$ cat src/rtl/wdt_pkg.sv
package wdt_pkg;
  typedef enum logic [1:0] {ACT_NONE = 2'd0, ACT_IRQ = 2'd1, ACT_CPU = 2'd2, ACT_SYS = 2'd3} act_e;

  typedef struct packed {
    logic [2:0]      sys_sel;
    logic [2:0]      cpu_sel;
    logic [3:0][1:0] act;
    logic            fboot;
    logic            en;
  } ctrl_t;

  localparam logic [3:0] ADDR_CTRL  = 4'd0;
  localparam logic [3:0] ADDR_PRESC = 4'd1;
  localparam logic [3:0] ADDR_TMO0  = 4'd2;
  localparam logic [3:0] ADDR_FEED  = 4'd6;
  localparam logic [3:0] ADDR_KEY   = 4'd7;
  localparam logic [3:0] ADDR_UPD   = 4'd8;
  localparam logic [3:0] ADDR_IEN   = 4'd9;
  localparam logic [3:0] ADDR_ICLR  = 4'd10;

  localparam logic [15:0] CTRL_RST = 16'h2402;

  function automatic int unsigned pulse_mult(input logic [2:0] sel);
    case (sel)
      3'd0: return 1;
      3'd1: return 2;
      3'd2: return 3;
      3'd3: return 4;
      3'd4: return 5;
      3'd5: return 8;
      3'd6: return 16;
      default: return 32;
    endcase
  endfunction
endpackage

$ cat src/rtl/wdt_regs.sv
module wdt_regs
  import wdt_pkg::*;
#(
  parameter int CNT_W = 32,
  parameter int PRE_W = 16,
  parameter logic [31:0] UNLOCK_KEY = 32'hA5C3_0F96,
  parameter longint TMO0_RST = 26000000,
  parameter longint TMO1_RST = 134217727,
  parameter longint TMO2_RST = 1048575,
  parameter longint TMO3_RST = 1048575
) (
  input  logic                       clk,
  input  logic                       rst_n,
  input  logic                       wr_en,
  input  logic [3:0]                 wr_addr,
  input  logic [31:0]                wr_data,
  output ctrl_t                      act_ctrl,
  output logic [PRE_W-1:0]           act_presc,
  output logic [3:0][CNT_W-1:0]      act_tmo,
  output logic                       feed,
  output logic                       pre_clr,
  output logic                       irq_en,
  output logic                       irq_clr
);
  localparam logic [3:0][CNT_W-1:0] TMO_RST = {CNT_W'(TMO3_RST), CNT_W'(TMO2_RST),
                                                CNT_W'(TMO1_RST), CNT_W'(TMO0_RST)};

  logic [31:0]              key_q;
  logic                     unlocked;
  logic                     wr_ok;
  ctrl_t                    shd_ctrl;
  logic [PRE_W-1:0]         shd_presc;
  logic [3:0][CNT_W-1:0]    shd_tmo;

  assign unlocked = (key_q == UNLOCK_KEY);
  assign wr_ok    = wr_en && unlocked;
  assign feed     = wr_en && (wr_addr == ADDR_FEED);
  assign irq_clr  = wr_en && (wr_addr == ADDR_ICLR) && wr_data[0];
  assign pre_clr  = wr_ok && (wr_addr == ADDR_PRESC) && wr_data[PRE_W];

  always_ff @(posedge clk or negedge rst_n) begin
    if (!rst_n) begin
      key_q  <= '0;
      irq_en <= 1'b0;
    end else if (wr_en) begin
      if (wr_addr == ADDR_KEY) key_q  <= wr_data;
      if (wr_addr == ADDR_IEN) irq_en <= wr_data[0];
    end
  end

  always_ff @(posedge clk or negedge rst_n) begin
    if (!rst_n) begin
      shd_ctrl  <= ctrl_t'(CTRL_RST);
      shd_presc <= PRE_W'(1);
      shd_tmo   <= TMO_RST;
    end else if (wr_ok) begin
      if (wr_addr == ADDR_CTRL)  shd_ctrl  <= ctrl_t'(wr_data[15:0]);
      if (wr_addr == ADDR_PRESC) shd_presc <= wr_data[PRE_W-1:0];
      for (int i = 0; i < 4; i++)
        if (wr_addr == ADDR_TMO0 + 4'(i)) shd_tmo[i] <= wr_data[CNT_W-1:0];
    end
  end

  always_ff @(posedge clk or negedge rst_n) begin
    if (!rst_n) begin
      act_ctrl  <= ctrl_t'(CTRL_RST);
      act_presc <= PRE_W'(1);
      act_tmo   <= TMO_RST;
    end else if (wr_ok && wr_addr == ADDR_UPD) begin
      act_ctrl  <= shd_ctrl;
      act_presc <= shd_presc;
      act_tmo   <= shd_tmo;
    end
  end
endmodule

$ cat src/rtl/wdt_core.sv
module wdt_core
  import wdt_pkg::*;
#(
  parameter int CNT_W = 32,
  parameter int PRE_W = 16
) (
  input  logic                  clk,
  input  logic                  rst_n,
  input  logic                  en,
  input  logic [PRE_W-1:0]      presc,
  input  logic [3:0][CNT_W-1:0] tmo,
  input  logic [3:0][1:0]       act,
  input  logic                  feed,
  input  logic                  pre_clr,
  output logic [1:0]            stage,
  output logic                  fire_irq,
  output logic                  fire_cpu,
  output logic                  fire_sys
);
  logic [PRE_W-1:0] pre_cnt;
  logic [CNT_W-1:0] cnt;
  logic             tick, hit, fire;
  act_e             code;

  assign tick = en && !feed && !pre_clr &&
                ({1'b0, pre_cnt} + (PRE_W+1)'(1) >= {1'b0, presc});
  assign hit  = ({1'b0, cnt} + (CNT_W+1)'(1) >= {1'b0, tmo[stage]});
  assign fire = tick && hit;
  assign code = act_e'(act[stage]);

  assign fire_irq = fire && (code == ACT_IRQ);
  assign fire_cpu = fire && (code == ACT_CPU);
  assign fire_sys = fire && (code == ACT_SYS);

  always_ff @(posedge clk or negedge rst_n) begin
    if (!rst_n)                        pre_cnt <= '0;
    else if (!en || feed || pre_clr || tick) pre_cnt <= '0;
    else                               pre_cnt <= pre_cnt + PRE_W'(1);
  end

  always_ff @(posedge clk or negedge rst_n) begin
    if (!rst_n) begin
      cnt   <= '0;
      stage <= 2'd0;
    end else if (!en || feed) begin
      cnt   <= '0;
      stage <= 2'd0;
    end else if (tick) begin
      if (hit) begin
        cnt   <= '0;
        stage <= stage + 2'd1;
      end else begin
        cnt <= cnt + CNT_W'(1);
      end
    end
  end
endmodule

$ cat src/rtl/wdt_pulse.sv
module wdt_pulse
  import wdt_pkg::*;
#(
  parameter int PULSE_UNIT = 8
) (
  input  logic       clk,
  input  logic       rst_n,
  input  logic       start,
  input  logic [2:0] sel,
  output logic       pulse
);
  localparam int PLS_W = $clog2(PULSE_UNIT * 32 + 1);

  logic [PLS_W-1:0] remain;

  always_ff @(posedge clk or negedge rst_n) begin
    if (!rst_n)                remain <= '0;
    else if (start)            remain <= PLS_W'(PULSE_UNIT * pulse_mult(sel));
    else if (remain != '0)     remain <= remain - PLS_W'(1);
  end

  assign pulse = (remain != '0);
endmodule

$ cat src/rtl/stage_watchdog.sv
module stage_watchdog
  import wdt_pkg::*;
#(
  parameter int CNT_W = 32,
  parameter int PRE_W = 16,
  parameter int PULSE_UNIT = 8,
  parameter logic [31:0] UNLOCK_KEY = 32'hA5C3_0F96,
  parameter longint TMO0_RST = 26000000,
  parameter longint TMO1_RST = 134217727,
  parameter longint TMO2_RST = 1048575,
  parameter longint TMO3_RST = 1048575
) (
  input  logic        clk,
  input  logic        rst_n,
  input  logic        wr_en,
  input  logic [3:0]  wr_addr,
  input  logic [31:0] wr_data,
  output logic        irq_o,
  output logic        irq_raw_o,
  output logic        cpu_rst_o,
  output logic        sys_rst_o,
  output logic [1:0]  stage_o,
  output logic        fboot_o
);
  ctrl_t                 act_ctrl;
  logic [PRE_W-1:0]      act_presc;
  logic [3:0][CNT_W-1:0] act_tmo;
  logic                  feed, pre_clr, irq_en, irq_clr;
  logic                  fire_irq, fire_cpu, fire_sys;
  logic                  irq_raw;

  wdt_regs #(
    .CNT_W(CNT_W), .PRE_W(PRE_W), .UNLOCK_KEY(UNLOCK_KEY),
    .TMO0_RST(TMO0_RST), .TMO1_RST(TMO1_RST), .TMO2_RST(TMO2_RST), .TMO3_RST(TMO3_RST)
  ) u_regs (
    .clk(clk), .rst_n(rst_n), .wr_en(wr_en), .wr_addr(wr_addr), .wr_data(wr_data),
    .act_ctrl(act_ctrl), .act_presc(act_presc), .act_tmo(act_tmo),
    .feed(feed), .pre_clr(pre_clr), .irq_en(irq_en), .irq_clr(irq_clr)
  );

  wdt_core #(.CNT_W(CNT_W), .PRE_W(PRE_W)) u_core (
    .clk(clk), .rst_n(rst_n), .en(act_ctrl.en), .presc(act_presc), .tmo(act_tmo),
    .act(act_ctrl.act), .feed(feed), .pre_clr(pre_clr), .stage(stage_o),
    .fire_irq(fire_irq), .fire_cpu(fire_cpu), .fire_sys(fire_sys)
  );

  wdt_pulse #(.PULSE_UNIT(PULSE_UNIT)) u_cpu_pulse (
    .clk(clk), .rst_n(rst_n), .start(fire_cpu), .sel(act_ctrl.cpu_sel), .pulse(cpu_rst_o)
  );

  wdt_pulse #(.PULSE_UNIT(PULSE_UNIT)) u_sys_pulse (
    .clk(clk), .rst_n(rst_n), .start(fire_sys), .sel(act_ctrl.sys_sel), .pulse(sys_rst_o)
  );

  always_ff @(posedge clk or negedge rst_n) begin
    if (!rst_n)        irq_raw <= 1'b0;
    else if (fire_irq) irq_raw <= 1'b1;
    else if (irq_clr)  irq_raw <= 1'b0;
  end

  assign irq_raw_o = irq_raw;
  assign irq_o     = irq_raw && irq_en;
  assign fboot_o   = act_ctrl.fboot;
endmodule

$ cat config.mk
export PLATFORM = sky130hd
export DESIGN_NAME = stage_watchdog
export DESIGN_NICKNAME = d
export VERILOG_FILES = /design/src/rtl/wdt_pkg.sv /design/src/rtl/wdt_regs.sv /design/src/rtl/wdt_core.sv /design/src/rtl/wdt_pulse.sv /design/src/rtl/stage_watchdog.sv
export SDC_FILE = /design/constraint.sdc
export NUM_CORES = 1
export LEC_CHECK = 0
export BUFFER_PORTS_ARGS = -buffer_cell sky130_fd_sc_hd__clkbuf_2
export CORE_MARGIN = 3
export CORE_UTILIZATION = 55
export DETAILED_ROUTE_END_ITERATION = 12
export PLACE_DENSITY_LB_ADDON = 0.1
export REMOVE_ABC_BUFFERS = 1
export SLEW_MARGIN = 20
export SYNTH_ARGS = -nofsm -noshare
export SYNTH_HDL_FRONTEND = slang
export SYNTH_SLANG_ARGS = --single-unit
$ cat constraint.sdc
create_clock -name clk -period 9.1 [get_ports clk]
set_input_delay 0.455 -clock clk [delete_from_list [all_inputs] [get_ports clk]]
set_output_delay 0.455 -clock clk [all_outputs]
set_load 0.01 [all_outputs]
After elaboration in Yosys (flattened, before gate mapping). Index checks and enable logic that the tools add are counted.

$add $sub $neg: 7. Order comparisons: 3. Equal/unequal tests: 26. Muxes and demuxes: 19. Reduce and logical (&&, ||, !) cells: 40.

Operators with widths (count): 32-bit two-way mux (4); 6-bit case mux with 7 select lines (2); 32-bit binary-select mux with 2-bit select (1); 9-bit two-way mux (4); 32-bit by 1-bit adder with 33-bit output (second input constant) (1); 33-bit by 32-bit greater-or-equal comparator with 1-bit output (1); 32-bit by 1-bit adder with 32-bit output (second input constant) (1); 32-bit equality test (second input constant) (1); 3-bit equality test (second input constant) (6); 2-bit AND reduction (9); 9-bit nonzero test (2); 9-bit by 1-bit subtractor with 9-bit output (second input constant) (2); 16-bit by 1-bit adder with 17-bit output (second input constant) (1); 17-bit by 16-bit greater-or-equal comparator with 1-bit output (1); 16-bit by 1-bit adder with 16-bit output (second input constant) (1); 4-bit by 3-bit equality test with 1-bit output (second input constant) (4); 16-bit two-way mux (1); 1-bit logical AND (15); 3-bit by 2-bit equality test with 1-bit output (second input constant) (4); 4-bit equality test (second input constant) (3); 2-bit nonzero test (5); 4-bit by 2-bit equality test with 1-bit output (second input constant) (2); 2-bit two-way mux (4); 3-bit by 1-bit equality test with 1-bit output (second input constant) (2); 11 further kinds (18).

Flip-flop bits (word level): 422. Input port bits: 39. Output and inout bits: 7.

Longest topological paths before layout.
Depth in word-level cells: 10. Mapped depth: 17.

By module. A second synthesis with hierarchy kept.

Cell total of the unflattened synthesis: 1418. Area, all modules: 19633.8 um^2.

By module, submodules not included: wdt_regs (instances 1, cells an instance 784, area each 13574.3 um^2, sequential area each 9036.2 um^2); wdt_core (instances 1, cells an instance 510, area each 4893.4 um^2, sequential area each 1251.2 um^2); wdt_pulse (instances 2, cells an instance 60, area each 561.8 um^2, sequential area each 225.2 um^2); stage_watchdog (instances 1, cells an instance 4, area each 42.5 um^2, sequential area each 25.0 um^2).

Worst setup path after synthesis. Ideal clock, no wire load.

Path kind: register to register. Start: register u_core.cnt[0]. End: register u_core.cnt[29]. Library setup time: 0.087 ns. Arrival: 3.881 ns. Data required time: 9.013 ns. Path slack: 5.133 ns. Cell stages (with the launch flop): 17. Cell sequence: dfrtp_1 > ha_1 > inv_1 > nor4_1 > nand3_1 > or2_2 > xnor2_1 > ha_1 > a21oi_1 > o21ai_0 > a221oi_1 > o21ai_0 > a31oi_2 > buf_2 > buf_2 > nand4_1 > o211ai_1.

Longest elaborated chain between the ends: 5. Elaborated cells on any way between the ends: 6. Classes of those cells: add/sub: 2; order compare: 1; mux: 3.

Ends and longest elaborated chain: from (decl) (line wdt_core.sv:21) `logic [CNT_W-1:0] cnt;`; from (signal assigned) (line wdt_core.sv:53) `cnt <= cnt + CNT_W'(1);`; 32-bit by 1-bit adder with 33-bit output (line wdt_core.sv:27) `assign hit = ({1'b0, cnt} + (CNT_W+1)'(1) >= {1'b0, tmo[stage]});`; 33-bit by 32-bit greater-or-equal comparator with 1-bit output (line wdt_core.sv:27); 32-bit two-way mux * (line wdt_core.sv:49) `if (hit) begin`; 32-bit two-way mux * (line wdt_core.sv:48) `end else if (tick) begin`; 32-bit two-way mux * (line wdt_core.sv:45) `end else if (!en || feed) begin`.

Every way passes the cells marked *; elsewhere a longest branch is shown, timed or not. The select of a mux whose other input is x is not followed. A chain may end at the register's enable or synchronous reset.

Final worst setup path.
Start: register u_core.cnt[0]. End: register u_core.cnt[0].

Same word-level chain as after synthesis.

==> metrics.txt <==
CTS Sinks=422; CP dominant cell by count=o21ai_0; critical-path cell list=ha_1 -> inv_1 -> nor4_1 -> nand3_1 -> or2_2 -> xnor2_1 -> ha_1 -> a21oi_1 -> o21ai_0 -> a221oi_1 -> o21ai_0 -> a31oi_2 -> buf_4 -> nand3_1 -> o21ai_0; Largest stage delay, worst path=0.75 ns; IO buf count=45; dominant synthesized flop cell=dfrtp_1; commonest non-fill, non-tap cells in the layout=nand2_1, dfrtp_1, mux2_2; crit start category=flop; DR pass1 iterations=5; async set-reset flop share out of synthesis=1.00; Layout area overhead=10.1%; CP max FO=24; drt wl/cell=18.2 um; Met1 Wirelength=19400 um; Worst-path clk slew=0.06 ns; min cycle time layout=4.89 ns; Hold WC Path Type=in2reg; Final period util=0.537; final hold vios=0; starting density of the core=0.563; worst path bufs/invs=2; Avg Inst Size Synth=11.1 um2; # fillers=2797; Slew @ Worst Pin=0.985 ns; vias in the first global route=12800; Die Y=195 um; Worst EP arrival=5.33 ns; P_leak=0.0102 uW; Final Slew Violations=0; Nets=1876; achievable frequency=205 MHz; antenna violations before repair=1; Worst Path Required=9.54 ns; routed vias=12500; vias per inst=5.52; TritonCTS clock tree=built; mapped cell area=19600 um2; number of synthesized flops with an enable pin=0; top sig layer=met5; CTS buffer count=45; Critical Setup Path Class=reg2reg; Detail Route met2 WL=19900 um; largest net degree at the start of global routing=85; DRC=0; pwr dens=175 nW/um2; Syn Inst Count=1762; RSZ-0062 raised after global routing=false; Worst Skew=0.0208 ns; Ant. Diodes=0; sequential share of the synthesized area=0.549; status=completed; synth warn=0; overall routing resource usage=0.224; crit end category=flop; Final setup viols=0; post-cts sizing count=0; DIE AREA=37900 um2; clock buffer depth=3; Setup TNS=0 ns; Worst-Skew Late Latency=0.56 ns; Detail Route Antenna Nets=0; routed wl met3=1270 um; drt total wl=41300 um; Max-slew headroom=0.344; first-pass GRT wire length=68600 um; GPL Wtd Cong=0.829; layout cells sized above 1=0.287; CP top delay family=simple AND/OR/NAND/NOR gates; Slowest-stage cell, CP=nor4_1; most common cell after layout, fill and taps aside=nand2_1; max cap viols=0; synth unique cells=68; PnR Total Power=3770 uW; Setup Fix Bufs, Post-CTS=0; Die X=195 um; Peak VDD IR=0.159 mV; DRC marker count from the first detailed-route iteration=725; post-synthesis register bit count=422; grt total ovfl=0; cell row count=68; root buffer cell=clkbuf_16; Post-DP HPWL=25800 um; Core Area=34800 um2; H-tree levels=2; I/O pin cnt=46
==> routing by layer <==
metal | GRT usage | vias to the layer above
met3 | 0.0300 | 54
met4 | 0.0528 | 2
met2 | 0.370 | 146
met1 | 0.321 | 6367
met5 | 0 | -
li1 | - | 5978
==> Yosys cell counts, drive strengths merged (2+ instances only) <==
library cell | instances | share of area
o21ai | 29 | 0.0074
mux2 | 197 | 0.11
clkbuf | 32 | 0.0061
inv | 62 | 0.012
or3 | 3 | 0.0015
dfstp | 162 | 0.22
mux4 | 34 | 0.039
xnor2 | 41 | 0.018
mux2i | 11 | 0.0056
nor3b | 4 | 0.0015
nand4 | 30 | 0.0099
nor4bb | 3 | 0.0015
nor4 | 4 | 0.0016
and4 | 2 | 0.00089
nand3 | 39 | 0.011
nand3b | 8 | 0.0033
nor3 | 5 | 0.0019
a21boi | 2 | 0.00077
dfrtp | 260 | 0.33
or2 | 3 | 0.00096
nand2 | 526 | 0.10
nand2b | 3 | 0.00096
and4b | 2 | 0.0010
a211oi | 4 | 0.0015
nand4b | 2 | 0.00089
nor2 | 58 | 0.011
xor2 | 19 | 0.0085
o21a | 4 | 0.0015
a41oi | 2 | 0.00089
buf | 56 | 0.015
and2 | 4 | 0.0013
a22o | 15 | 0.0067
and3 | 10 | 0.0038
or4 | 4 | 0.0015
a31oi | 2 | 0.00096
ha | 52 | 0.033
a21o | 3 | 0.0011
o211ai | 11 | 0.0042
nor4b | 3 | 0.0024
a21oi | 24 | 0.0073
nor2b | 19 | 0.0061
==> area by class of cell <==
| class | count | area, um2 | share of cell area |
|---|---|---|---|
| sequential | 422 | 10800 | 0.499 |
| clock inverter | 15 | 111 | 0.00516 |
| tap | 455 | 569 | 0.0264 |
| timing repair buffer | 64 | 380 | 0.0176 |
| multi-input combinational | 1190 | 8240 | 0.382 |
| clock buffer | 67 | 1280 | 0.0593 |
| inverter | 62 | 233 | 0.0108 |
==> state kept, by name, indices dropped and copies added, names as in the netlist <==
signal              count
u_regs.act_tmo        128
u_regs.shd_tmo        128
u_core.cnt             32
u_regs.key_q           32
u_core.pre_cnt         16
u_regs.act_ctrl        16
u_regs.act_presc       16
u_regs.shd_ctrl        16
u_regs.shd_presc       16
u_cpu_pulse.remain      9
u_sys_pulse.remain      9
u_core.stage            2
irq_raw_o               1
u_regs.irq_en           1
==> cell families after synthesis <==
kind of cell / share of synthesized area
fa+ha+maj: 0.0332
xor+xnor: 0.0268
simple gates: 0.165
buf+inv: 0.0326
mux: 0.158
compound gates: 0.0351
flops: 0.549
==> per-stage QoR <==
| stage | cell area (um2) | hold WS, ns | setup WS, ns | cells | utilization |
|---|---|---|---|---|---|
| global placement | 20200 | 0.438 | 4.40 | 2192 | 0.580 |
| global route | 21600 | 0.178 | 3.76 | 2275 | 0.620 |
| detailed placement | 20200 | 0.443 | 4.29 | 2192 | 0.580 |
| floorplan | 19200 | 0.159 | 4.47 | 1674 | - |
| finish | 21600 | 0.175 | 4.21 | 2275 | 0.620 |
| CTS | 21600 | 0.150 | 4.24 | 2275 | 0.620 |
==> repair_timing <==
item / 4_1_cts / 5_1_grt
endpoints found under the hold margin: 55 / 0
hold buffers: 1 / 0
setup endpoints to repair: 0 / 0
==> power by group <==
part,leakage [uW],switching [uW],internal [uW]
logic,0.00442,66.7,40.1
clock network,0.000693,727,1000
registers,0.00511,17.9,1910
total,0.0102,812,2960
==> worst paths after layout <==
path,slack (ns),endpoint,cells after the start,from
max,4.21,u_core.cnt[0]$_DFFE_PN0P_,15,u_core.cnt[0]$_DFFE_PN0P_
min,0.17,u_regs.shd_tmo[49]$_DFFE_PN1P_,2,wr_data[17]
max reg2reg,4.21,u_core.cnt[0]$_DFFE_PN0P_,15,u_core.cnt[0]$_DFFE_PN0P_
min reg2reg,0.45,u_regs.act_tmo[102]$_DFFE_PN1P_,2,u_regs.act_tmo[102]$_DFFE_PN1P_
max in group asynchronous,6.57,u_regs.key_q[19]$_DFFE_PN0P_,4,rst_n
min in group asynchronous,0.48,u_sys_pulse.remain[6]$_DFFE_PN0P_,2,rst_n
No activity file was read; power rests on OpenSTA's default activity.
